**config.mk**
```make
export PLATFORM = sky130hd
export DESIGN_NAME = dbs_selector
export DESIGN_NICKNAME = d
export VERILOG_FILES = /design/src/rtl/dbs_pkg.sv /design/src/rtl/dbs_bank_select.sv /design/src/rtl/dbs_word_mux.sv /design/src/rtl/dbs_bit_hold.sv /design/src/rtl/dbs_selector.sv
export SDC_FILE = /design/constraint.sdc
export NUM_CORES = 1
export LEC_CHECK = 0
export BUFFER_PORTS_ARGS = -buffer_cell sky130_fd_sc_hd__clkbuf_2
export CAP_MARGIN = 0
export CORE_AREA = 2 2 39 41
export DETAILED_ROUTE_END_ITERATION = 8
export DIE_AREA = 0 0 41 43
export GPL_ROUTABILITY_DRIVEN = 1
export SYNTH_ARGS = -nofsm -noshare
export SYNTH_HDL_FRONTEND = slang
export SYNTH_SLANG_ARGS = --single-unit
```
**constraint.sdc**
```tcl
create_clock -name clk -period 3.6 [get_ports clk]
set_clock_uncertainty 0.2 [all_clocks]
set_input_delay 0 -clock clk [delete_from_list [all_inputs] [get_ports clk]]
set_output_delay 0 -clock clk [all_outputs]
set_load 0.005 [all_outputs]
```
**src/rtl/dbs_pkg.sv**
```systemverilog
// Package: shared types for the dual-bank selector.
// Assumes the two words have the same width.
package dbs_pkg;
    typedef enum logic {
        BANK_LO = 1'b0,
        BANK_HI = 1'b1
    } bank_e;
endpackage

```
**src/rtl/dbs_bank_select.sv**
```systemverilog
// Module: dbs_bank_select
// Decides which word drives the outputs. The override has the highest
// priority, then a valid command, then the first select pin.
// Assumes all inputs are stable within the cycle.
module dbs_bank_select #(
    parameter int WORD_W = 8
) (
    input  logic [WORD_W-1:0] word1,
    input  logic              sel_pin0,
    input  logic              sel_pin1,
    input  logic              cmd_bank_vld,
    input  logic              cmd_bank,
    output dbs_pkg::bank_e    bank_sel
);
    import dbs_pkg::*;

    logic override;

    // Override qualifier: the pin counts only while the second word is empty.
    always_comb override = sel_pin1 && (word1 == '0);

    // Priority decode of the bank choice.
    always_comb begin
        if (override)          bank_sel = BANK_LO;
        else if (cmd_bank_vld) bank_sel = bank_e'(cmd_bank);
        else                   bank_sel = bank_e'(sel_pin0);
    end
endmodule

```
**src/rtl/dbs_word_mux.sv**
```systemverilog
// Module: dbs_word_mux
// Routes the low field and the held-bit source of the chosen word.
// Assumes MUX_W + 1 <= WORD_W and HOLD_IDX < WORD_W.
module dbs_word_mux #(
    parameter int WORD_W   = 8,
    parameter int MUX_W    = 5,
    parameter int HOLD_IDX = 5
) (
    input  logic [WORD_W-1:0] word0,
    input  logic [WORD_W-1:0] word1,
    input  dbs_pkg::bank_e    bank_sel,
    output logic [MUX_W-1:0]  field_out,
    output logic              hold_src
);
    import dbs_pkg::*;

    logic pick_hi;

    // Bank decode into a single steering bit.
    always_comb pick_hi = (bank_sel == BANK_HI);

    // One two-way selector per routed bit.
    for (genvar i = 0; i < MUX_W; i++) begin : g_bit
        always_comb field_out[i] = pick_hi ? word1[i] : word0[i];
    end

    // Source bit for the hold stage.
    always_comb hold_src = pick_hi ? word1[HOLD_IDX] : word0[HOLD_IDX];
endmodule

```
**src/rtl/dbs_bit_hold.sv**
```systemverilog
// Module: dbs_bit_hold
// A level hold stage built as a clocked register. It loads while hold_n
// is low and keeps its value while hold_n is high.
// Assumes a synchronous active-low reset that clears it to 0.
module dbs_bit_hold (
    input  logic clk,
    input  logic rst_n,
    input  logic hold_n,
    input  logic d,
    output logic q
);
    // Load or keep the held bit.
    always_ff @(posedge clk) begin
        if (!rst_n)       q <= 1'b0;
        else if (!hold_n) q <= d;
    end
endmodule

```
**src/rtl/dbs_selector.sv**
```systemverilog
// Module: dbs_selector (top)
// Drives a multiplexed field and a held bit from two stored words.
// Assumes the words come from storage that is stable between updates.
module dbs_selector #(
    parameter int WORD_W   = 8,
    parameter int MUX_W    = 5,
    parameter int HOLD_IDX = 5
) (
    input  logic              clk,
    input  logic              rst_n,
    input  logic [WORD_W-1:0] word0,
    input  logic [WORD_W-1:0] word1,
    input  logic              sel_pin0,
    input  logic              sel_pin1,
    input  logic              cmd_bank_vld,
    input  logic              cmd_bank,
    output logic [MUX_W-1:0]  mux_out,
    output logic              held_bit
);
    import dbs_pkg::*;

    bank_e bank_sel;
    logic  hold_src;

    dbs_bank_select #(.WORD_W(WORD_W)) u_sel (
        .word1        (word1),
        .sel_pin0     (sel_pin0),
        .sel_pin1     (sel_pin1),
        .cmd_bank_vld (cmd_bank_vld),
        .cmd_bank     (cmd_bank),
        .bank_sel     (bank_sel)
    );

    dbs_word_mux #(.WORD_W(WORD_W), .MUX_W(MUX_W), .HOLD_IDX(HOLD_IDX)) u_mux (
        .word0     (word0),
        .word1     (word1),
        .bank_sel  (bank_sel),
        .field_out (mux_out),
        .hold_src  (hold_src)
    );

    dbs_bit_hold u_hold (
        .clk    (clk),
        .rst_n  (rst_n),
        .hold_n (sel_pin0),
        .d      (hold_src),
        .q      (held_bit)
    );
endmodule

```
==> results of run 1 <==
## area by class of cell
cell class | count | area, sq um | area share, %
timing repair buffer | 25 | 125 | 39.4
tap | 16 | 20.0 | 6.30
multi-input combinational | 20 | 134 | 42.1
sequential | 1 | 20.0 | 6.30
inverter | 5 | 18.8 | 5.91
## worst max-delay path, cell delays in order
cell and delay (ns):
sky130_fd_sc_hd__clkbuf_2 0.09, sky130_fd_sc_hd__or4_4 0.53, sky130_fd_sc_hd__o31a_2 0.37, sky130_fd_sc_hd__o21ai_0 0.16
sky130_fd_sc_hd__clkbuf_2 0.14
## where the power goes
group,internal (W),switching [W]
combinational,0.0000177,0.0000130
sequential,0.0000121,0.000000313
clock,0,0
## worst min path at each step
stage / start / endpoint / cells past startpoint
2_1_floorplan: word1[0] / mux_out[0] / 2
3_3_place_gp: rst_n / u_hold.q / 3
3_5_place_dp: rst_n / u_hold.q / 3
4_1_cts: rst_n / u_hold.q / 3
5_1_grt: rst_n / u_hold.q / 3
6_report: rst_n / u_hold.q / 3
## Yosys cell counts
library cell,number
sky130_fd_sc_hd__a22o_1,1
sky130_fd_sc_hd__a31oi_1,1
sky130_fd_sc_hd__dfxtp_1,1
sky130_fd_sc_hd__inv_1,5
sky130_fd_sc_hd__mux2_2,1
sky130_fd_sc_hd__mux2i_1,1
sky130_fd_sc_hd__nand2_1,5
sky130_fd_sc_hd__o21ai_0,6
sky130_fd_sc_hd__o31a_2,1
sky130_fd_sc_hd__or3_1,1
sky130_fd_sc_hd__or4_4,1
sky130_fd_sc_hd__or4b_1,1
sky130_fd_sc_hd__or4bb_1,1
## logic make-up after synthesis
group / share of synthesized area (%)
compound gates: 31.9
buf+inv: 10.9
mux: 12.3
flops: 11.6
simple gates: 33.3
## through the flow
stage / total power [W] / std cells / setup slack [ns] / util, %
global placement: 0.0000435 / 67 / 2.12 / 23.0
CTS: 0.0000440 / 67 / 2.11 / 23.0
floorplan: 0.0000250 / 26 / 2.32 / -
finish: 0.0000432 / 67 / 2.12 / 23.0
detailed placement: 0.0000439 / 67 / 2.11 / 23.0
global route: 0.0000482 / 67 / 2.01 / 23.0
## routing by layer
| metal | wire length, um | up-vias | track usage, % |
|---|---|---|---|
| li1 | - | 144 | - |
| met1 | 166 | 120 | 7.94 |
| met4 | 0 | 0 | 0 |
| met5 | 0 | - | 0 |
| met2 | 307 | 9 | 12.8 |
| met3 | 53 | 0 | 1.05 |
==> run_results.csv, run 1 <==
group,metric,value,unit
grt,number_of_global_route_vias_before_repair,246,
clock_tree,holdBufCountCts,0,
run_status,outcome,"finished clean",
timing,maximum_clock_frequency,675,MHz
detailed_routing,postRouteWirelength,526,um
detailed_routing,route.detailed.wl_per_inst,7.85,um
cells_and_area,largest_registers,"u_hold.q (1)",
synthesis,syn_area_per_cell,6.64,sq um
cells_and_area,drive_above_1_share,54.9,%
timing,holdWs,0.0389,ns
cells_and_area,layout_common_cells,"sky130_fd_sc_hd__clkbuf_2, sky130_fd_sc_hd__o21ai_0, sky130_fd_sc_hd__inv_1, sky130_fd_sc_hd__nand2_1",
cells_and_area,largest_register_ff_count,1,
power,vdd_drop_max,0.0000275,V
setup_path,category_of_the_critical_setup_timing_path,"primary input to primary output",
synthesis,synth_fp_nets,48,
timing,report.final.hold_viol_count,0,
cells_and_area,fin_area,318,sq um
cells_and_area,antennaDiodeCount,0,
setup_path,regToRegStartpoint,"u_hold.q",
run,maxCapViolations,0,
synthesis,synth_seq_cells,1,
cells_and_area,top_register,"u_hold.q",
grt,grt_max_degree,8,
floorplan,top_level_ports,28,
grt,global_route_wire_length_before_repair,917,um
setup_path,timing.rr.end,"u_hold.q",
floorplan,core.rowCount,14,
synthesis,synth.yosys.seq_area_share,11.6,%
floorplan,design.die.area,0.00176,sq mm
setup_path,ff2ff_path_depth,2,
detailed_routing,drc_errors,0,
clock_tree,clkTransAtPathRegs,0,ns
clock_tree,cts_setup_buffers,0,
floorplan,placeableCoreArea,0.00138,sq mm
placement,placement.cell_area,318,sq um
power,powerDensity,136,mW/mm^2
detailed_routing,drtAntennaViolNets,0,
timing,max_slew_headroom,90.1,%
detailed_routing,routed-via-count,273,
setup_path,cp-startpoint,"word1[0]",
timing,fin_crit,1.48,ns
power,power.static_leakage,0.186,nW
cells_and_area,most_frequent_standard_cell_in_the_layout_excluding_fill_and_tap_cells,"sky130_fd_sc_hd__clkbuf_2",
synthesis,synth.top_cell.area_share,17.4,%
floorplan,die_width,41,um
synthesis,synthesis.yosys.warnings,0,
clock_tree,insertion_delay_of_the_later_clocked_pin_in_the_worst_skew_pair,0,ns
cells_and_area,layout.nets,75,
placement,gp_routability_congestion,0.662,
timing,final_max_slew_viol_count,0,
detailed_routing,vias_per_cell,4.07,
detailed_routing,drt_iter0_markers,2,
synthesis,yosys-top-cells-area,"sky130_fd_sc_hd__o21ai_0, sky130_fd_sc_hd__dfxtp_1, sky130_fd_sc_hd__inv_1",
cells_and_area,fillers,172,
setup_path,timing.critical_path.required,3.40,ns
setup_path,critical_path_peak_fanout,4,
floorplan,die_height,43,um
setup_path,startpoint_type,"primary input",
setup_path,cp_data_arrival_time,1.28,ns
timing,final_period_util,41.1,%
synthesis,netlist.top_cell.by_area,"sky130_fd_sc_hd__o21ai_0",
grt,globalRouteOverflowTotal,0,
floorplan,effective_utilization_at_floorplan,12.5,%
timing,total_setup_violations_reported_at_the_end_of_the_flow,0,
setup_path,setup.worst_path.end,"mux_out[0]",
cells_and_area,syn2layout_area_growth,84.1,%
synthesis,synth_area,173,sq um
setup_path,worstSetupEndpointType,"primary output",
grt,antenna_violations_before_repair,0,
detailed_routing,detail_route.first_pass.iterations,2,
synthesis,yosys.cell_types.count,13,
clock_tree,post_cts_resized,0,
setup_path,reg2reg_setup_slack,2.78,ns
timing,setup-tns-final,0,ns
timing,max_slew.worst_pin.slew,0.147,ns
synthesis,instance_count_of_the_mapped_netlist,26,
worst_hold_path,hold_path_class,"primary input to register",
grt,global_route.usage.total,6.80,%
timing,rsz0062_at_grt,"no",
placement,io_buffers,25,
(Power assumes the default switching activity.)
==> inputs of run 2 (changes only) <==
ABC_AREA = 1   (was default)
clock period = 1.4 ns   (was 3.6 ns; I/O delays follow)
==> run_results.csv, run 2 <==
group,metric,value,unit
run_status,outcome,"finished clean",
setup_path,critical_path_peak_fanout,5,
synthesis,yosys-top-cells-area,"sky130_fd_sc_hd__nand2_1, sky130_fd_sc_hd__nand2_2, sky130_fd_sc_hd__nor2_4",
timing,setup-tns-final,0,ns
grt,number_of_global_route_vias_before_repair,248,
timing,report.final.hold_viol_count,0,
placement,dp_hpwl,513,um
synthesis,synth.yosys.seq_area_share,8.84,%
power,post-layout-total-power,0.000132,W
cells_and_area,layout_common_cells,"sky130_fd_sc_hd__clkbuf_2, sky130_fd_sc_hd__nand2_1, sky130_fd_sc_hd__nand2_2, sky130_fd_sc_hd__inv_1",
cells_and_area,syn2layout_area_growth,64.1,%
synthesis,instance_count_of_the_mapped_netlist,36,
cells_and_area,antennaDiodeCount,0,
grt,grt_max_degree,9,
run,maxCapViolations,0,
floorplan,die_height,43,um
cells_and_area,largest_registers,"u_hold.q (1)",
synthesis,synth_seq_cells,1,
setup_path,timing.critical_path.required,1.08,ns
synthesis,top_ff_cell_synth,"sky130_fd_sc_hd__dfxtp_1",
timing,final_period_util,71.7,%
timing,holdWs,0.0420,ns
synthesis,synth_simple_gate_area_share,59.7,%
detailed_routing,detail_route.first_pass.iterations,1,
floorplan,effective_utilization_at_floorplan,16.4,%
cells_and_area,largest_register_ff_count,1,
synthesis,yosysMostFrequentCell,"sky130_fd_sc_hd__nand2_1",
setup_path,category_of_the_critical_setup_timing_path,"primary input to register",
floorplan,placeableCoreArea,0.00138,sq mm
synthesis,synth_fp_nets,58,
synthesis,synth_commonest_cells,"sky130_fd_sc_hd__nand2_1, sky130_fd_sc_hd__inv_1, sky130_fd_sc_hd__nand2_2",
synthesis,synth_top_family_by_area,"simple AND/OR/NAND/NOR gates",
detailed_routing,drtAntennaViolNets,0,
setup_path,cp_data_arrival_time,0.69,ns
synthesis,synthArstFlopShare,0,%
detailed_routing,routed-via-count,302,
timing,fin_crit,1.00,ns
cells_and_area,top_register,"u_hold.q",
setup_path,worstSetupEndpointType,"register",
synthesis,synth_xor_xnor_area_share,0,%
setup_path,critical_path.top_delay_family,"simple AND/OR/NAND/NOR gates",
floorplan,design.die.area,0.00176,sq mm
grt,globalRouteOverflowTotal,0,
power,vdd_drop_max,0.000177,V
detailed_routing,vias_per_cell,3.92,
synthesis,netlist.top_cell.by_area,"sky130_fd_sc_hd__nand2_1",
floorplan,die_width,41,um
synthesis,synth_compound_gate_area_share,19.9,%
clock_tree,insertion_delay_of_the_later_clocked_pin_in_the_worst_skew_pair,0,ns
cells_and_area,fillers,166,
synthesis,synth.top_cell.area_share,13.3,%
setup_path,critical_path.max_stage_delay,0.12,ns
cells_and_area,layout.nets,85,
timing,maximum_clock_frequency,996,MHz
synthesis,yosys-mux-area-fraction,0,%
clock_tree,cts_setup_buffers,0,
worst_hold_path,hold_path_class,"primary input to register",
synthesis,yosys.cell_types.count,15,
floorplan,core.rowCount,14,
grt,global_route_wire_length_before_repair,972,um
clock_tree,clkTransAtPathRegs,0,ns
grt,antenna_violations_before_repair,0,
power,powerDensity,356,mW/mm^2
synthesis,synth_area,226,sq um
detailed_routing,route.detailed.wl_per_inst,7.00,um
cells_and_area,most_frequent_standard_cell_in_the_layout_excluding_fill_and_tap_cells,"sky130_fd_sc_hd__clkbuf_2",
detailed_routing,drt_iter0_markers,0,
placement,gp_routability_congestion,0.635,
cells_and_area,drive_above_1_share,63.9,%
detailed_routing,drc_errors,0,
timing,final_max_slew_viol_count,0,
clock_tree,holdBufCountCts,0,
synthesis,post_synth_edffs,0,
setup_path,cp_common_cell,"sky130_fd_sc_hd__nor2_1",
synthesis,synthesis.yosys.warnings,0,
detailed_routing,postRouteWirelength,539,um
timing,max_slew.worst_pin.slew,0.215,ns
setup_path,cp.buffers_inverters,2,
placement,io_buffers,25,
setup_path,path_cells,"clkbuf_2 > inv_2 > nand2_2 > nor2_4 > nand3_4 > nand3_1 > nand2_1 > nor2_1 > nor2_1",
timing,total_setup_violations_reported_at_the_end_of_the_flow,0,
grt,global_route.usage.total,7.21,%
power,power.static_leakage,0.212,nW
synthesis,post_synth_fa_ha_maj_area_fraction,0,%
floorplan,top_level_ports,28,
synthesis,syn_area_per_cell,6.29,sq um
setup_path,startpoint_type,"primary input",
setup_path,cpMaxStageDelayCell,"sky130_fd_sc_hd__nor2_4",
timing,max_slew_headroom,85.6,%
clock_tree,post_cts_resized,0,
timing,rsz0062_at_grt,"no",
==> run 2: power breakdown <==
group / total (W) / switching, W / internal (W)
registers: 0.0000322 / 0.000000870 / 0.0000313
clock network: 0 / 0 / 0
logic: 0.000100 / 0.0000506 / 0.0000495
total: 0.000132 / 0.0000514 / 0.0000808
==> run 2: layout make-up <==
class	count	area (sq um)	area share [%]
repair buffers	25	125	33.7
well taps	16	20.0	5.39
flip-flops and latches	1	20.0	5.39
multi-input cells	28	180	48.5
inverters	7	26.3	7.07
==> run 2: cell families after synthesis <==
logic type / count (synthesis)
compound gates: 6
buf+inv: 7
flops: 1
simple gates: 22
==> run 2: final timing paths <==
| kind | startpoint | to | slack (ns) | cells after the start |
|---|---|---|---|---|
| worst max-delay path | word1[0] | u_hold.q | 0.40 | 9 |
| worst min-delay path | rst_n | u_hold.q | 0.04 | 3 |
| worst max register to register | u_hold.q | u_hold.q | 0.58 | 2 |
| worst min register to register | u_hold.q | u_hold.q | 0.32 | 2 |
==> run 2: layer usage <==
layer	vias to the layer above	wire [um]	GRT usage [%]
met5	-	0	0
met4	0	0	0
met3	0	55	0
met2	18	265	13.4
met1	121	218	9.24
li1	163	-	-
==> run 2: stage by stage <==
stage / instance area (sq um) / std cells / worst slack (ns) / utilization, %
3_5_place_dp: 372 / 77 / 0.388 / 26.9
2_1_floorplan: 226 / 36 / 0.553 / -
5_1_grt: 372 / 77 / 0.270 / 26.9
4_1_cts: 372 / 77 / 0.382 / 26.9
6_report: 372 / 77 / 0.396 / 26.9
3_3_place_gp: 372 / 77 / 0.398 / 26.9
==> run 2: tightest hold or removal path: cells and delay by family <==
kind	cells	cell delay [ns]
buf+inv	1	0.08
compound gates	1	0.06
simple gates	1	0.05
